--- config.mk ---
export PLATFORM = sky130hd
export DESIGN_NAME = fbc_fill_buffer
export DESIGN_NICKNAME = d
export VERILOG_FILES = /design/src/rtl/fbc_pkg.sv /design/src/rtl/fbc_classify.sv /design/src/rtl/fbc_fill_seq.sv /design/src/rtl/fbc_line_store.sv /design/src/rtl/fbc_fill_buffer.sv
export SDC_FILE = /design/constraint.sdc
export NUM_CORES = 1
export LEC_CHECK = 0
export BUFFER_PORTS_ARGS = -buffer_cell sky130_fd_sc_hd__buf_4
export CORE_ASPECT_RATIO = 1.25
export CORE_UTILIZATION = 55
export CTS_CLUSTER_DIAMETER = 100
export DETAILED_ROUTE_END_ITERATION = 8
export PLACE_DENSITY = 0.78
export SYNTH_ARGS = -nofsm -noshare
export SYNTH_HDL_FRONTEND = slang
export SYNTH_SLANG_ARGS = --single-unit
--- constraint.sdc ---
create_clock -name clk -period 3.2 [get_ports clk]
set_input_delay 0.64 -clock clk [delete_from_list [all_inputs] [get_ports clk]]
set_output_delay 0.64 -clock clk [all_outputs]
set_load 0.03 [all_outputs]
--- src/rtl/fbc_pkg.sv ---
// Shared types for the refill line buffer.
// Assumes: requests carry a two-bit operation code with the values below.
package fbc_pkg;

    typedef enum logic [1:0] {
        FB_OP_ACCESS  = 2'd0,
        FB_OP_INV_HIT = 2'd1,
        FB_OP_INV_ALL = 2'd2,
        FB_OP_FILL    = 2'd3
    } fb_op_e;

    typedef enum logic {
        FB_ST_IDLE = 1'b0,
        FB_ST_FILL = 1'b1
    } fb_state_e;

    typedef struct packed {
        logic drop;   // empty the held line
        logic start;  // begin a refill of the request line
    } fb_evt_t;

endpackage

--- src/rtl/fbc_classify.sv ---
// Classifies one request against the held line.
// Produces the hit flag and the drop/start events.
// Assumes: the inputs are stable for the cycle; events count only when accepted.
module fbc_classify
    import fbc_pkg::*;
#(
    parameter int TAG_W = 14
) (
    input  logic             accept,
    input  logic             req_valid,
    input  logic [1:0]       req_op,
    input  logic             req_write,
    input  logic             req_cacheable,
    input  logic             arr_miss,
    input  logic [TAG_W-1:0] req_line,
    input  logic             buf_valid,
    input  logic [TAG_W-1:0] buf_tag,
    output logic             hit,
    output fb_evt_t          evt
);

    logic lookup;
    logic match;
    logic is_acc;

    // Decode the lookup condition and the tag comparison.
    always_comb begin
        is_acc = (req_op == FB_OP_ACCESS);
        match  = (req_line == buf_tag);
        lookup = req_valid && is_acc && !req_write && req_cacheable;
        hit    = lookup && buf_valid && match;
    end

    // Derive the buffer events of an accepted request.
    always_comb begin
        evt.start = accept && ((req_op == FB_OP_FILL) ||
                               (lookup && !(buf_valid && match) && arr_miss));
        evt.drop  = accept && ((req_op == FB_OP_INV_ALL) ||
                               (req_op == FB_OP_INV_HIT && match) ||
                               (is_acc && (!req_cacheable || req_write)));
    end

endmodule

--- src/rtl/fbc_fill_seq.sv ---
// Holds the line tag and valid bit, and runs the refill word counter.
// Assumes: words arrive in offset order; a start overrides a drop.
module fbc_fill_seq
    import fbc_pkg::*;
#(
    parameter int TAG_W = 14,
    parameter int BEATS = 4
) (
    input  logic                     clk,
    input  logic                     rst_n,
    input  fb_evt_t                  evt,
    input  logic [TAG_W-1:0]         start_line,
    input  logic                     beat_valid,
    output logic                     buf_valid,
    output logic [TAG_W-1:0]         buf_tag,
    output logic                     filling,
    output logic                     beat_we,
    output logic [$clog2(BEATS)-1:0] beat_idx
);

    localparam int CNT_W = $clog2(BEATS);
    localparam logic [CNT_W-1:0] LAST = CNT_W'(BEATS - 1);

    fb_state_e        state_q;
    logic [CNT_W-1:0] cnt_q;
    logic             last_beat;

    // Flag the word that completes the line.
    always_comb begin
        filling   = (state_q == FB_ST_FILL);
        beat_we   = filling && beat_valid;
        beat_idx  = cnt_q;
        last_beat = beat_we && (cnt_q == LAST);
    end

    // Advance state, tag, valid bit and word counter.
    always_ff @(posedge clk) begin
        if (!rst_n) begin
            state_q   <= FB_ST_IDLE;
            cnt_q     <= '0;
            buf_valid <= 1'b0;
            buf_tag   <= '0;
        end else if (filling) begin
            if (beat_we) begin
                cnt_q <= cnt_q + 1'b1;
            end
            if (last_beat) begin
                state_q   <= FB_ST_IDLE;
                buf_valid <= 1'b1;
            end
        end else if (evt.start) begin
            state_q   <= FB_ST_FILL;
            cnt_q     <= '0;
            buf_valid <= 1'b0;
            buf_tag   <= start_line;
        end else if (evt.drop) begin
            buf_valid <= 1'b0;
        end
    end

endmodule

--- src/rtl/fbc_line_store.sv ---
// Word storage for the single held line, with one register per offset.
// Assumes: one write per cycle at most; the read is asynchronous.
module fbc_line_store #(
    parameter int DATA_W = 32,
    parameter int BEATS  = 4
) (
    input  logic                     clk,
    input  logic                     rst_n,
    input  logic                     we,
    input  logic [$clog2(BEATS)-1:0] widx,
    input  logic [DATA_W-1:0]        wdata,
    input  logic [$clog2(BEATS)-1:0] ridx,
    output logic [DATA_W-1:0]        rdata
);

    logic [DATA_W-1:0] word_q [BEATS];

    for (genvar g = 0; g < BEATS; g++) begin : g_word
        // Capture the refill word addressed to this offset.
        always_ff @(posedge clk) begin
            if (!rst_n) begin
                word_q[g] <= '0;
            end else if (we && (widx == g)) begin
                word_q[g] <= wdata;
            end
        end
    end

    // Select the requested word.
    always_comb begin
        rdata = word_q[ridx];
    end

endmodule

--- src/rtl/fbc_fill_buffer.sv ---
// Top of the refill line buffer.
// Joins the request classifier, the refill sequencer and the line store.
// Assumes: BEATS is a power of two, at least 2; addresses are word addresses.
module fbc_fill_buffer
    import fbc_pkg::*;
#(
    parameter int ADDR_W = 16,
    parameter int DATA_W = 32,
    parameter int BEATS  = 4
) (
    input  logic                                 clk,
    input  logic                                 rst_n,
    input  logic                                 req_valid,
    output logic                                 req_ready,
    input  logic [ADDR_W-1:0]                    req_addr,
    input  logic                                 req_write,
    input  logic                                 req_cacheable,
    input  logic [1:0]                           req_op,
    input  logic                                 arr_miss,
    output logic                                 mem_req,
    output logic [ADDR_W-$clog2(BEATS)-1:0]      mem_line,
    input  logic                                 mem_beat_valid,
    input  logic [DATA_W-1:0]                    mem_beat_data,
    output logic                                 fb_hit,
    output logic [DATA_W-1:0]                    fb_rdata
);

    localparam int OFFS_W = $clog2(BEATS);
    localparam int TAG_W  = ADDR_W - OFFS_W;

    logic [TAG_W-1:0]  req_line;
    logic [OFFS_W-1:0] req_offs;
    logic              accept;
    logic              hit;
    fb_evt_t           evt;
    logic              buf_valid;
    logic [TAG_W-1:0]  buf_tag;
    logic              filling;
    logic              beat_we;
    logic [OFFS_W-1:0] beat_idx;
    logic [DATA_W-1:0] word;

    // Split the address and form the accept strobe.
    always_comb begin
        req_line  = req_addr[ADDR_W-1:OFFS_W];
        req_offs  = req_addr[OFFS_W-1:0];
        req_ready = !filling;
        accept    = req_valid && req_ready;
    end

    fbc_classify #(.TAG_W(TAG_W)) u_cls (
        .accept        (accept),
        .req_valid     (req_valid),
        .req_op        (req_op),
        .req_write     (req_write),
        .req_cacheable (req_cacheable),
        .arr_miss      (arr_miss),
        .req_line      (req_line),
        .buf_valid     (buf_valid),
        .buf_tag       (buf_tag),
        .hit           (hit),
        .evt           (evt)
    );

    fbc_fill_seq #(.TAG_W(TAG_W), .BEATS(BEATS)) u_seq (
        .clk        (clk),
        .rst_n      (rst_n),
        .evt        (evt),
        .start_line (req_line),
        .beat_valid (mem_beat_valid),
        .buf_valid  (buf_valid),
        .buf_tag    (buf_tag),
        .filling    (filling),
        .beat_we    (beat_we),
        .beat_idx   (beat_idx)
    );

    fbc_line_store #(.DATA_W(DATA_W), .BEATS(BEATS)) u_store (
        .clk   (clk),
        .rst_n (rst_n),
        .we    (beat_we),
        .widx  (beat_idx),
        .wdata (mem_beat_data),
        .ridx  (req_offs),
        .rdata (word)
    );

    // Drive the memory side and the hit data.
    always_comb begin
        mem_req  = filling;
        mem_line = buf_tag;
        fb_hit   = hit;
        fb_rdata = hit ? word : '0;
    end

endmodule

Word level (Yosys, flattened, before mapping) --
Memories as Yosys holds them, arrays and structs flattened. Cells that the tools add are included.
Cells by class: bitwise operators 5, eq/ne operators 9, multiplexer cells 28, reductions and logical operators 33, $add $sub $neg 1
Operator list (number):
- 32-bit 2-to-1 mux | 5
- 1-bit 2-to-1 mux | 20
- 1-bit logical AND | 18
- 14-bit equality test | 1
- 2-bit equality test, second input constant | 4
- 2-bit 2-to-1 mux | 3
- 2-bit AND reduction | 3
- 2-bit by 1-bit equality test with 1-bit output, second input constant | 2
- 1-bit logical NOT | 4
- 2-bit logical NOT | 2
- 1-bit logical OR | 4
- 1-bit bitwise OR | 4
- 3-bit nonzero test | 1
- 2-bit by 1-bit adder with 2-bit output, second input constant | 1
- 2-bit by 1-bit inequality test with 1-bit output, second input constant | 1
- 2-bit inequality test, second input constant | 1
- 2-bit nonzero test | 1
- 1-bit inverter | 1
Storage, ports and cells: memory bits (writable) 128, register bits after elaboration 18, memories kept 1, input bits 57
Memory list:
- u_store.word_q | depth 4, bits a word 32, rd ports 1, clocked after memory_dff 0, wr ports 4, line fbc_line_store.sv:16 | logic [DATA_W-1:0] word_q [BEATS];

Logic depth before layout (Yosys ltp) --
Gate-level depths: netlist of the first run.
word-level depth 10, depth in mapped cells 7, mapped depth without buffers 5

Modules after synthesis --
A second synthesis of the first run with hierarchy kept.
Unflattened totals: cells, all modules 467, area total of the unflattened synthesis 6766.5 um^2
Modules (own cells, without submodules):
- fbc_line_store | instances 1, seq. area each 3843.7 um^2, cells each 318, area each 5582.9 um^2
- fbc_fill_seq | instances 1, seq. area each 360.3 um^2, cells each 82, area each 699.4 um^2
- fbc_fill_buffer | instances 1, seq. area each 0.0 um^2, cells each 37, area each 265.3 um^2
- fbc_classify | instances 1, seq. area each 0.0 um^2, cells each 30, area each 219.0 um^2

Least setup slack after synthesis of the first run --
OpenSTA, ideal clock, no wires.
kind in2out, start input req_addr[11], end output fb_rdata[10], setup slack 483 ps, data required time 2560 ps, path buffers 1, arrival time 2077 ps, cell stages on the path 6, path through xnor2_1 nand4_1 nor4_4 nand3_2 buf_6 nor2b_1
On the way: word-level cells in the longest chain between the ends 3
Ends and longest elaborated chain:
- start, declared | line fbc_fill_buffer.sv:15 | input logic [ADDR_W-1:0] req_addr,
- 14-bit equality test | line fbc_classify.sv:29 | match = (req_line == buf_tag);
- 1-bit logical AND | line fbc_classify.sv:31 | hit = lookup && buf_valid && match;
- 32-bit 2-to-1 mux | line fbc_fill_buffer.sv:93 | fb_rdata = hit ? word : '0;
- end, declared | line fbc_fill_buffer.sv:25 | output logic [DATA_W-1:0] fb_rdata
No other way between the ends.

Worst setup path in the final report of the first run --
start register u_seq.buf_tag[9], end output fb_rdata[2]
On the way: word-level cells in the longest chain between the ends 3
Ends and longest elaborated chain:
- start, declared | line fbc_fill_seq.sv:15 | output logic [TAG_W-1:0] buf_tag,
- start signal, assigned | line fbc_fill_seq.sv:55 | buf_tag <= start_line;
- 14-bit equality test | line fbc_classify.sv:29
- 1-bit logical AND | line fbc_classify.sv:31
- 32-bit 2-to-1 mux | line fbc_fill_buffer.sv:93
No other way between the ends.

==> summary.txt, run 1 <==
Global routing
  • Vias in the first global route: 4594
  • Wire length of the first global-routing pass: about 23000 µm
  • Total global routing overflow: 0
  • Antenna violations before repair: 0
  • Total routing resource utilization after global routing: 0.241
  • Largest net degree at the start of global routing: 43

Logic synthesis
  • Count leader, synth: sky130_fd_sc_hd__and2_1
  • Leading area contributor after synthesis: sky130_fd_sc_hd__edfxtp_1
  • Register area share after synthesis: 0.603
  • Combined area of all synthesized cells: 6980 µm²
  • Synth async-reset ratio: 0
  • Leading cell types by total area after synthesis: sky130_fd_sc_hd__edfxtp_1, sky130_fd_sc_hd__and2_1, sky130_fd_sc_hd__mux4_2, sky130_fd_sc_hd__dfxtp_1, sky130_fd_sc_hd__nor2b_1
  • Fraction of post-synthesis cell area in the top cell type by area: 0.551
  • Most instantiated flip-flop cell in the synthesis netlist: sky130_fd_sc_hd__edfxtp_1
  • Post-synth EDFFs: 128
  • Average instance area after synthesis: 13.8 µm²
  • Leading post-synthesis cells by instance count: sky130_fd_sc_hd__and2_1, sky130_fd_sc_hd__edfxtp_1, sky130_fd_sc_hd__nand2_1, sky130_fd_sc_hd__nor2b_1, sky130_fd_sc_hd__mux4_2
  • Post-synth net total: 568
  • Synth warnings: 0
  • Synth unique cells: 33
  • Total of flip-flops plus latches after synthesis: 146
  • Cell count after synthesis: 507

Clock network
  • Clock-pin slew on the worst setup and hold paths: 60 ps
  • Total CTS buffers: 17
  • Maximum level of the CTS H-tree: 4
  • Clock insertion delay at the later pin of the skew report: 410 ps
  • Clock Sinks: about 150
  • CTS Buffer Depth: 2
  • TritonCTS clock tree: yes
  • Postcts setup bufs: 0
  • Clock tree root driver cell: sky130_fd_sc_hd__clkbuf_16
  • PostCTS Resize Cnt: 0
  • CTS hold repair buffers: 0

Critical path
  • Maximum net fanout on the critical path: 29
  • Data required, critical path: ~2600 ps
  • Worst setup path category: flip-flop to output pin
  • Kind of end point of the critical path: output pin
  • Stage delay of the slowest cell on the critical path: ~380 ps
  • Critical path, cell by cell: xnor2_1 > nand4_1 > nor4_4 > nand3_2 > buf_12 > nor2b_1 > buf_4
  • Cell at the slowest stage of the critical path: sky130_fd_sc_hd__dfxtp_1
  • CP startpoint kind: flip-flop
  • CP Launch Point: u_seq.buf_tag[9]$_SDFFE_PN0P_
  • Signal arrival time at the worst endpoint: 2350 ps
  • RR Startpoint: u_seq.filling$_SDFF_PN0_

Cells and area
  • Post-route core utilization: 0.700
  • Post-layout nets: roughly 670
  • Area added between synthesis and finish: 23.1%
  • Post-route insts no fill: 788
  • Final Cell Area: 8590 µm²
  • Number of antenna cells inserted: 0
  • Layout cell share with drive strength beyond 1: 0.304

Route
  • Met1 wire length: 5750 µm
  • Wirelength per Cell: 18.9 µm
  • Detailed-routed wire length on met3: 756 µm
  • Top Layer Used: met4
  • Starting DRT DRC Count: 175
  • Count of nets left with antenna violations after detail routing: 0
  • DR vias: approximately 4400
  • Average vias per placed instance: 5.62
  • Sum of routed wire length over all layers: 14900 µm
  • Remaining routing DRC violations: 0
  • Met2 wire length: 8180 µm
  • Drt first pass iters: 4

Floorplan
  • Core Region: 12300 µm²
  • Die Span Y: 128 µm
  • Floorplan die width: 103 µm
  • Initial Utilization: 0.568
  • Total number of placement rows: 45
  • Total die area: about 13000 µm²
  • Number of top-level design ports: 106

STA
  • Final worst slack: 207 ps
  • Total negative slack: 0 ps
  • Maximum clock frequency: 0.334 GHz
  • Setup repair after global routing missed its margin: no
  • Period utilisation layout: 0.935
  • Post-layout minimum cycle time: approximately 3000 ps
  • Least-Margin Pin Slew: between 1000 and 1500 ps
  • Worst slew margin relative to its limit: 0.185
  • Final max-slew violation count: 0
  • Tightest hold margin: 523 ps
  • Clock Skew: roughly 6.5 ps
  • Final setup violation count: 0
  • Hold Violations, Final: 0

Run status
  • Outcome: completed

Place
  • Setup Slack @ Placement: 251 ps
  • Instance area at placement: 7950 µm²
  • Placed cell count: 756
  • DP HPWL: 9560 µm
  • Port Buffer Count: 105
  • Routability cong.: 0.728

Power and ir drop
  • Internal power: 3.68 mW
  • Sequential fraction of design power: 0.467
  • Net Sw Power: 949 µW
  • Fraction of power consumed by the clock network: 0.463
  • Cell area power density: 539 nW/µm²
  • Fraction of power spent switching nets: 0.205
  • Leakage dissipation: around 3.4 nW
  • Overall power after layout: 4.63 mW
  • Part of the power in combinational logic: 0.070
  • Worst voltage drop across the vdd grid: 0.000372 V

Job
  • Maximum Capacitance Violations: 0

Hold path
  • Hold crit path type: input pin to flip-flop
  • Source of the worst hold timing path: mem_beat_data[0]
[power groups by stage]
stage               logic, mW  registers (mW)  clock network (mW)
global route            0.345            2.17                2.23
floorplan               0.170            2.21                   0
global placement        0.316            2.20                   0
detailed placement      0.324            2.21                   0
CTS                     0.326            2.17                2.16
finish                  0.322            2.17                2.15
[layer usage]
| layer | up-vias | GRT usage |
|---|---|---|
| li1 | 2058 | - |
| met1 | 2225 | 0.274 |
| met2 | 129 | 0.438 |
| met3 | 17 | 0.0567 |
| met4 | 0 | 0.0807 |
| met5 | - | 0 |
[final cells by class]
cell class	count	area, µm²
flip-flops and latches	146	4200
fillers	877	3680
multi-input cells	321	2590
repair buffers	121	933
clock buffers	19	433
clock inverters	13	210
well taps	164	205
inverters	4	15.0
[layout by cell type, fill, tap and decap left out, types with 12 or more instances in the layout]
cell | netlist | layout
sky130_fd_sc_hd__a2bb2oi_1 | 13 | 13
sky130_fd_sc_hd__and2_1 | 129 | 129
sky130_fd_sc_hd__and3_1 | 18 | 18
sky130_fd_sc_hd__buf_4 | 2 | 119
sky130_fd_sc_hd__clkbuf_16 | 0 | 17
sky130_fd_sc_hd__dfxtp_1 | 18 | 18
sky130_fd_sc_hd__edfxtp_1 | 128 | 128
sky130_fd_sc_hd__mux4_2 | 32 | 32
sky130_fd_sc_hd__nand2_1 | 40 | 36
sky130_fd_sc_hd__nor2b_1 | 34 | 34
sky130_fd_sc_hd__o311ai_0 | 12 | 12
sky130_fd_sc_hd__xnor2_1 | 14 | 14
[worst paths after layout]
path / cells after the start / slack, ps / endpoint
setup / recovery: 7 / 210 / fb_rdata[2]
setup reg to reg: 3 / 1040 / u_store.word_q[1][28]$_SDFFCE_PN0P_
hold reg to reg: 2 / 550 / u_seq.beat_idx[1]$_SDFFE_PN0P_
hold / removal: 2 / 520 / u_store.word_q[0][0]$_SDFFCE_PN0P_
[cells by family (layout without fill, tap and decap cells)]
family / Yosys count / count (layout) / share of synthesized area
AOI/OAI and AO/OA: 35 / 35 / 0.0413
DFF: 146 / 146 / 0.603
adders and majority gates: 4 / 4 / 0.00718
muxes: 33 / 33 / 0.105
buffers and inverters: 40 / 157 / 0.0276
and+or+nand+nor: 235 / 235 / 0.199
xor gates and xnor gates: 14 / 14 / 0.0176
[registers in the layout (all words and copies together), names as in the netlist]
register	cells
u_store.word_q	128
u_seq.buf_tag	14
u_seq.beat_idx	2
u_seq.buf_valid	1
u_seq.filling	1
[worst max-delay path, delay by kind of cell, from the launching register on]
| kind | cells | cell delay (ps) |
|---|---|---|
| buffers and inverters | 2 | 430 |
| XOR/XNOR | 1 | 130 |
| flip-flops | 1 | 380 |
| AND/OR/NAND/NOR | 4 | 990 |
No activity file was read; power rests on OpenSTA's default activity.
==> inputs of run 2 (changes only) <==
--- a/config.mk
+++ b/config.mk
@@ -7,10 +7,11 @@
 export LEC_CHECK = 0
 export BUFFER_PORTS_ARGS = -buffer_cell sky130_fd_sc_hd__buf_4
 export CORE_ASPECT_RATIO = 1.25
-export CORE_UTILIZATION = 55
+export CORE_UTILIZATION = 52
 export CTS_CLUSTER_DIAMETER = 100
 export DETAILED_ROUTE_END_ITERATION = 8
-export PLACE_DENSITY = 0.78
+export PLACE_DENSITY = 0.77
+export REMOVE_ABC_BUFFERS = 1
 export SYNTH_ARGS = -nofsm -noshare
 export SYNTH_HDL_FRONTEND = slang
 export SYNTH_SLANG_ARGS = --single-unit
==> constraint.sdc (replaced) <==
create_clock -name clk -period 2.7 [get_ports clk]
set_input_delay 0.54 -clock clk [delete_from_list [all_inputs] [get_ports clk]]
set_output_delay 0.54 -clock clk [all_outputs]
set_load 0.03 [all_outputs]
==> summary.txt, run 2 (synthesis gave the netlist of run 1 again) <==
Critical path
  • Worst R2R End: u_seq.buf_valid$_SDFFE_PN0P_
  • RR Startpoint: u_seq.buf_tag[0]$_SDFFE_PN0P_
  • Maximum net fanout on the critical path: 3
  • Worst setup path category: flip-flop to flip-flop
  • Data required, critical path: about 3000 ps
  • Last element of the critical path: u_seq.buf_valid$_SDFFE_PN0P_
  • Signal arrival time at the worst endpoint: 2980 ps
  • Reg-to-reg slack, setup: 30 ps
  • CP startpoint kind: flip-flop
  • Count of cells along the worst register-to-register path: 14
  • CP Launch Point: u_seq.buf_tag[0]$_SDFFE_PN0P_
  • Kind of end point of the critical path: flip-flop

STA
  • Setup repair after global routing missed its margin: yes
  • Final setup violation count: 0
  • Hold Violations, Final: 0
  • Least-Margin Pin Slew: between 600 and 700 ps
  • Total negative slack: 0 ps
  • Post-layout minimum cycle time: 2670 ps
  • Final max-slew violation count: 0
  • Clock Skew: about 9 ps
  • Period utilisation layout: 0.990
  • Tightest hold margin: 425 ps
  • Worst slew margin relative to its limit: 0.584
  • Maximum clock frequency: 0.374 GHz

Cells and area
  • Post-route core utilization: 0.673
  • Register containing the most flip-flops in the final layout: u_store.word_q
  • Combined area of the multi-input logic cells: roughly 2600 µm²
  • Layout cell share with drive strength beyond 1: 0.339
  • Post-layout nets: 683
  • Number of antenna cells inserted: 0
  • Area added between synthesis and finish: 24.4%
  • Number of flip-flops in the largest register: roughly 130
  • Most common cell after layout, fill and taps aside: sky130_fd_sc_hd__and2_1
  • Leading cell types in the layout, fill and taps excluded: sky130_fd_sc_hd__and2_1, sky130_fd_sc_hd__buf_4, sky130_fd_sc_hd__edfxtp_1
  • Combined flip-flop and latch cell area: 4210 µm²
  • Count of fill cells added during filler insertion: 908

Route
  • DR vias: between 4000 and 5000
  • Starting DRT DRC Count: 211
  • Remaining routing DRC violations: 0
  • Sum of routed wire length over all layers: 14600 µm
  • Drt first pass iters: 4
  • Count of nets left with antenna violations after detail routing: 0
  • Wirelength per Cell: approximately 18 µm
  • Average vias per placed instance: approximately 5.6

Floorplan
  • Initial Utilization: 0.541
  • Floorplan die width: 106 µm
  • Die Span Y: roughly 130 µm
  • Total number of placement rows: between 40 and 50
  • Total die area: 13900 µm²
  • Core Region: 12900 µm²
  • Number of top-level design ports: 106

Clock network
  • CTS hold repair buffers: 0
  • CTS Buffer Depth: 2
  • Maximum level of the CTS H-tree: 4
  • Clock insertion delay at the later pin of the skew report: 410 ps
  • Clock Sinks: about 150
  • Clock tree root driver cell: sky130_fd_sc_hd__clkbuf_16
  • Clock-pin slew on the worst setup and hold paths: approximately 60 ps
  • Total CTS buffers: 17
  • TritonCTS clock tree: yes

Hold path
  • Hold crit path type: input pin to flip-flop
  • Source of the worst hold timing path: mem_beat_data[16]

Power and ir drop
  • Part of the power in combinational logic: 0.077
  • Worst voltage drop across the vdd grid: 0.000404 V
  • Fraction of power spent switching nets: 0.214
  • Overall power after layout: 5.22 mW
  • Fraction of power consumed by the clock network: 0.431
  • Cell area power density: 601 nW/µm²
  • Internal power: approximately 4 mW
  • Net Sw Power: 1.11 mW
  • Sequential fraction of design power: 0.492
  • Leakage dissipation: 3.41 nW

Place
  • Routability cong.: slightly below 0.8
  • DP HPWL: 8800 µm
  • Port Buffer Count: 105

Global routing
  • Total routing resource utilization after global routing: 0.223
  • Total global routing overflow: 0
  • Largest net degree at the start of global routing: 42
  • Antenna violations before repair: 0
  • Vias in the first global route: ~4600
  • Wire length of the first global-routing pass: 23400 µm

Job
  • Maximum Capacitance Violations: 0

Run status
  • Outcome: completed
-- run 2: changes by cell type in the layout (fill, tap and decap cells not counted), moves of 4 or more --
cell	before	now
sky130_fd_sc_hd__buf_4	119	128
sky130_fd_sc_hd__xnor2_1	14	10
sky130_fd_sc_hd__dfxtp_2	0	7
sky130_fd_sc_hd__xnor2_2	0	4
sky130_fd_sc_hd__dfxtp_1	18	11
-- run 2: how the worst min path moves through the flow --
stage | cells after the start | to | slack [ps]
2_1_floorplan | 2 | u_seq.beat_idx[1]$_SDFFE_PN0P_ | 480
3_3_place_gp | 2 | u_seq.beat_idx[1]$_SDFFE_PN0P_ | 500
3_5_place_dp | 2 | u_seq.beat_idx[1]$_SDFFE_PN0P_ | 510
4_1_cts | 2 | u_store.word_q[0][16]$_SDFFCE_PN0P_ | 410
5_1_grt | 2 | u_store.word_q[0][31]$_SDFFCE_PN0P_ | 420
6_report | 2 | u_store.word_q[0][16]$_SDFFCE_PN0P_ | 430
-- run 2: final cells by class --
class                   count  share of cell area
flip-flops and latches    146               0.486
multi-input cells         321               0.303
repair buffers            132               0.120
clock buffers              19              0.0499
well taps                 168              0.0242
clock inverters            13              0.0157
inverters                   4             0.00173
-- run 2: per-layer routing --
layer | part of all wire | wire (µm) | global-route usage | up-vias
met3 | 0.067 | 983 | 0.0600 | 17
met1 | 0.40 | 5820 | 0.272 | 2201
li1 | - | - | - | 2083
met2 | 0.52 | 7630 | 0.382 | 160
met4 | 0.012 | 172 | 0.0779 | 0
met5 | 0 | 0 | 0 | -
-- run 2: stage by stage --
step,cells,area [µm²],setup slack [ps]
after global routing,803,8680,-14.7
after floorplan,471,6800,-773
after global placement,761,7980,144
final,803,8680,26.4
after detailed placement,761,7980,134
after CTS,802,8630,2.24
-- run 2: timing repair --
action                                  4_1_cts  5_1_grt
resized for setup                             1       13
setup buffers                                 9        1
endpoints found under the setup margin        9       33
pin swaps                                     2        7
-- run 2: critical path, cell delays in order (launching register included) --
cell                      delay (ps)
sky130_fd_sc_hd__dfxtp_1         380
sky130_fd_sc_hd__xnor2_1         130
sky130_fd_sc_hd__nand4_1         150
sky130_fd_sc_hd__buf_4           160
sky130_fd_sc_hd__buf_4           120
sky130_fd_sc_hd__buf_4           130
sky130_fd_sc_hd__buf_4           120
sky130_fd_sc_hd__buf_4           120
sky130_fd_sc_hd__buf_4           130
sky130_fd_sc_hd__buf_4           120
sky130_fd_sc_hd__buf_4           120
sky130_fd_sc_hd__buf_4           120
sky130_fd_sc_hd__o41ai_1         420
sky130_fd_sc_hd__a21oi_1         120
sky130_fd_sc_hd__o21ba_2         200
-- run 2: power by group through the flow --
stage	combinational, mW	sequential [mW]	clock, mW
3_3_place_gp	0.381	2.60	0
4_1_cts	0.398	2.57	2.27
3_5_place_dp	0.389	2.61	0
6_report	0.400	2.57	2.25
5_1_grt	0.431	2.57	2.36
2_1_floorplan	0.175	2.62	0
==> inputs of run 3 (changes only) <==
--- a/config.mk
+++ b/config.mk
@@ -7,10 +7,10 @@
 export LEC_CHECK = 0
 export BUFFER_PORTS_ARGS = -buffer_cell sky130_fd_sc_hd__buf_4
 export CORE_ASPECT_RATIO = 1.25
-export CORE_UTILIZATION = 52
+export CORE_UTILIZATION = 45
 export CTS_CLUSTER_DIAMETER = 100
 export DETAILED_ROUTE_END_ITERATION = 8
-export PLACE_DENSITY = 0.77
+export PLACE_DENSITY = 0.68
 export REMOVE_ABC_BUFFERS = 1
 export SYNTH_ARGS = -nofsm -noshare
 export SYNTH_HDL_FRONTEND = slang
==> summary.txt, run 3 (synthesis gave the netlist of run 1 again) <==
Place
  • Routability cong.: 0.763
  • Port Buffer Count: about 110
  • DP HPWL: 8840 µm
  • Setup Slack @ Placement: 66.5 ps

Critical path
  • Count of cells along the worst register-to-register path: 14
  • Kind of end point of the critical path: output pin
  • Critical path, cell by cell: xnor2_1 > nand4_1 > nor4_4 > nand3_2 > buf_12 > nor2b_1 > buf_4
  • Stages on the worst setup path: 7
  • Stage delay of the slowest cell on the critical path: 330 ps
  • RR Startpoint: u_seq.buf_tag[9]$_SDFFE_PN0P_
  • Sum of buffers and inverters on the critical path: 2
  • Worst setup path category: flip-flop to output pin
  • Cell at the slowest stage of the critical path: sky130_fd_sc_hd__dfxtp_2
  • CP startpoint kind: flip-flop
  • Data required, critical path: 2160 ps
  • CP Launch Point: u_seq.buf_tag[8]$_SDFFE_PN0P_
  • Cell family contributing the most delay on the critical path: simple AND/OR/NAND/NOR gates
  • Maximum net fanout on the critical path: 33
  • Signal arrival time at the worst endpoint: 2140 ps

Global routing
  • Total global routing overflow: 0
  • Vias in the first global route: 4547
  • Total routing resource utilization after global routing: 0.199
  • Antenna violations before repair: 0
  • Largest net degree at the start of global routing: 43
  • Wire length of the first global-routing pass: approximately 24000 µm

Power and ir drop
  • Leakage dissipation: 3.46 nW
  • Cell area power density: a little over 600 nW/µm²
  • Worst voltage drop across the vdd grid: 0.000396 V

Cells and area
  • Leading cell types in the layout, fill and taps excluded: sky130_fd_sc_hd__and2_1, sky130_fd_sc_hd__edfxtp_1, sky130_fd_sc_hd__buf_4
  • Combined area of the multi-input logic cells: between 2000 and 3000 µm²
  • Post-layout nets: between 600 and 700
  • Register containing the most flip-flops in the final layout: u_store.word_q
  • Count of fill cells added during filler insertion: 1183
  • Area added between synthesis and finish: 26.4%
  • Most common cell after layout, fill and taps aside: sky130_fd_sc_hd__and2_1
  • Layout cell share with drive strength beyond 1: 0.351
  • Number of flip-flops in the largest register: 128
  • Post-route core utilization: 0.585
  • Combined flip-flop and latch cell area: 4220 µm²
  • Number of antenna cells inserted: 0

Floorplan
  • Die Span Y: 141 µm
  • Initial Utilization: 0.463
  • Floorplan die width: roughly 110 µm
  • Total die area: 16000 µm²
  • Number of top-level design ports: 106
  • Core Region: 15100 µm²
  • Total number of placement rows: 50

Clock network
  • Total CTS buffers: 17
  • Clock Sinks: between 100 and 150
  • Clock tree root driver cell: sky130_fd_sc_hd__clkbuf_16
  • Maximum level of the CTS H-tree: 4
  • TritonCTS clock tree: yes
  • CTS hold repair buffers: 0
  • Clock insertion delay at the later pin of the skew report: 410 ps
  • Clock-pin slew on the worst setup and hold paths: 60 ps
  • CTS Buffer Depth: 2

Hold path
  • Source of the worst hold timing path: mem_beat_data[26]
  • Hold crit path type: input pin to flip-flop
  • Depth of the worst hold-timing path: 2

STA
  • Worst slew margin relative to its limit: 0.654
  • Hold Violations, Final: 0
  • Final setup violation count: 0
  • Period utilisation layout: 0.994
  • Post-layout minimum cycle time: 2680 ps
  • Least-Margin Pin Slew: around 520 ps
  • Maximum clock frequency: roughly 0.37 GHz
  • Final worst slack: 16.3 ps
  • Final max-slew violation count: 0
  • Setup repair after global routing missed its margin: yes
  • Clock Skew: between 9 and 10 ps

Route
  • Count of nets left with antenna violations after detail routing: 0
  • Wirelength per Cell: 17.7 µm
  • Starting DRT DRC Count: 285
  • Sum of routed wire length over all layers: 14900 µm
  • Drt first pass iters: 4
  • Remaining routing DRC violations: 0
  • Average vias per placed instance: ~5.2
  • DR vias: 4409

Job
  • Maximum Capacitance Violations: 0

Run status
  • Outcome: completed
run 3: cell types whose count changed in the layout (fill, tap and decap cells not counted), sizes merged:
cell,delta
bufinv,+1
clkinvlp,-1
run 3: metrics by stage:
stage                     hold WS [ps]  total power [mW]  cells  setup TNS [ps]  area (µm²)
final                              424              5.33    843               0        8820
after global placement             506              2.99    800               0        8040
after global routing               414              5.49    843           -1870        8820
after floorplan                    483              2.80    471          -25290        6800
after CTS                          405              5.36    841               0        8720
after detailed placement           519              3.00    800               0        8040
run 3: cell type report:
cell class	instances	area share
sequential	146	0.478
timing repair buffer	132	0.122
inverter	4	0.00170
tap	208	0.0295
clock inverter	13	0.0182
multi-input combinational	321	0.301
clock buffer	19	0.0491
run 3: repair_timing:
action / CTS / global route
pin swaps: 3 / 3
setup buffers: 9 / 2
gates resized for setup: 7 / 21
endpoints found under the setup margin: 19 / 34
run 3: routing by layer:
metal	global-route usage	vias to the layer above	share of wire
li1	-	2078	-
met1	0.244	2202	0.42
met2	0.343	111	0.52
met3	0.0512	18	0.049
met4	0.0672	0	0.012
met5	0	-	0
run 3: power breakdown:
part | switching [mW] | leakage [nW] | internal (mW)
Combinational | 0.196 | 1.69 | 0.208
Sequential | 0.0294 | 1.47 | 2.54
Clock | 0.901 | 0.287 | 1.45
run 3: worst register-to-register path, delay by kind of cell, from the launching register on:
family          cells  cell delay [ps]
buf+inv             9             1190
simple gates        1              200
xor+xnor            1              150
compound gates      3              670
flops               1              340
run 3: worst paths after layout:
check	slack (ps)	to
min	420	u_store.word_q[2][26]$_SDFFCE_PN0P_
max	20	fb_rdata[2]
max reg2reg	50	u_seq.buf_valid$_SDFFE_PN0P_
min reg2reg	530	u_seq.beat_idx[1]$_SDFFE_PN0P_
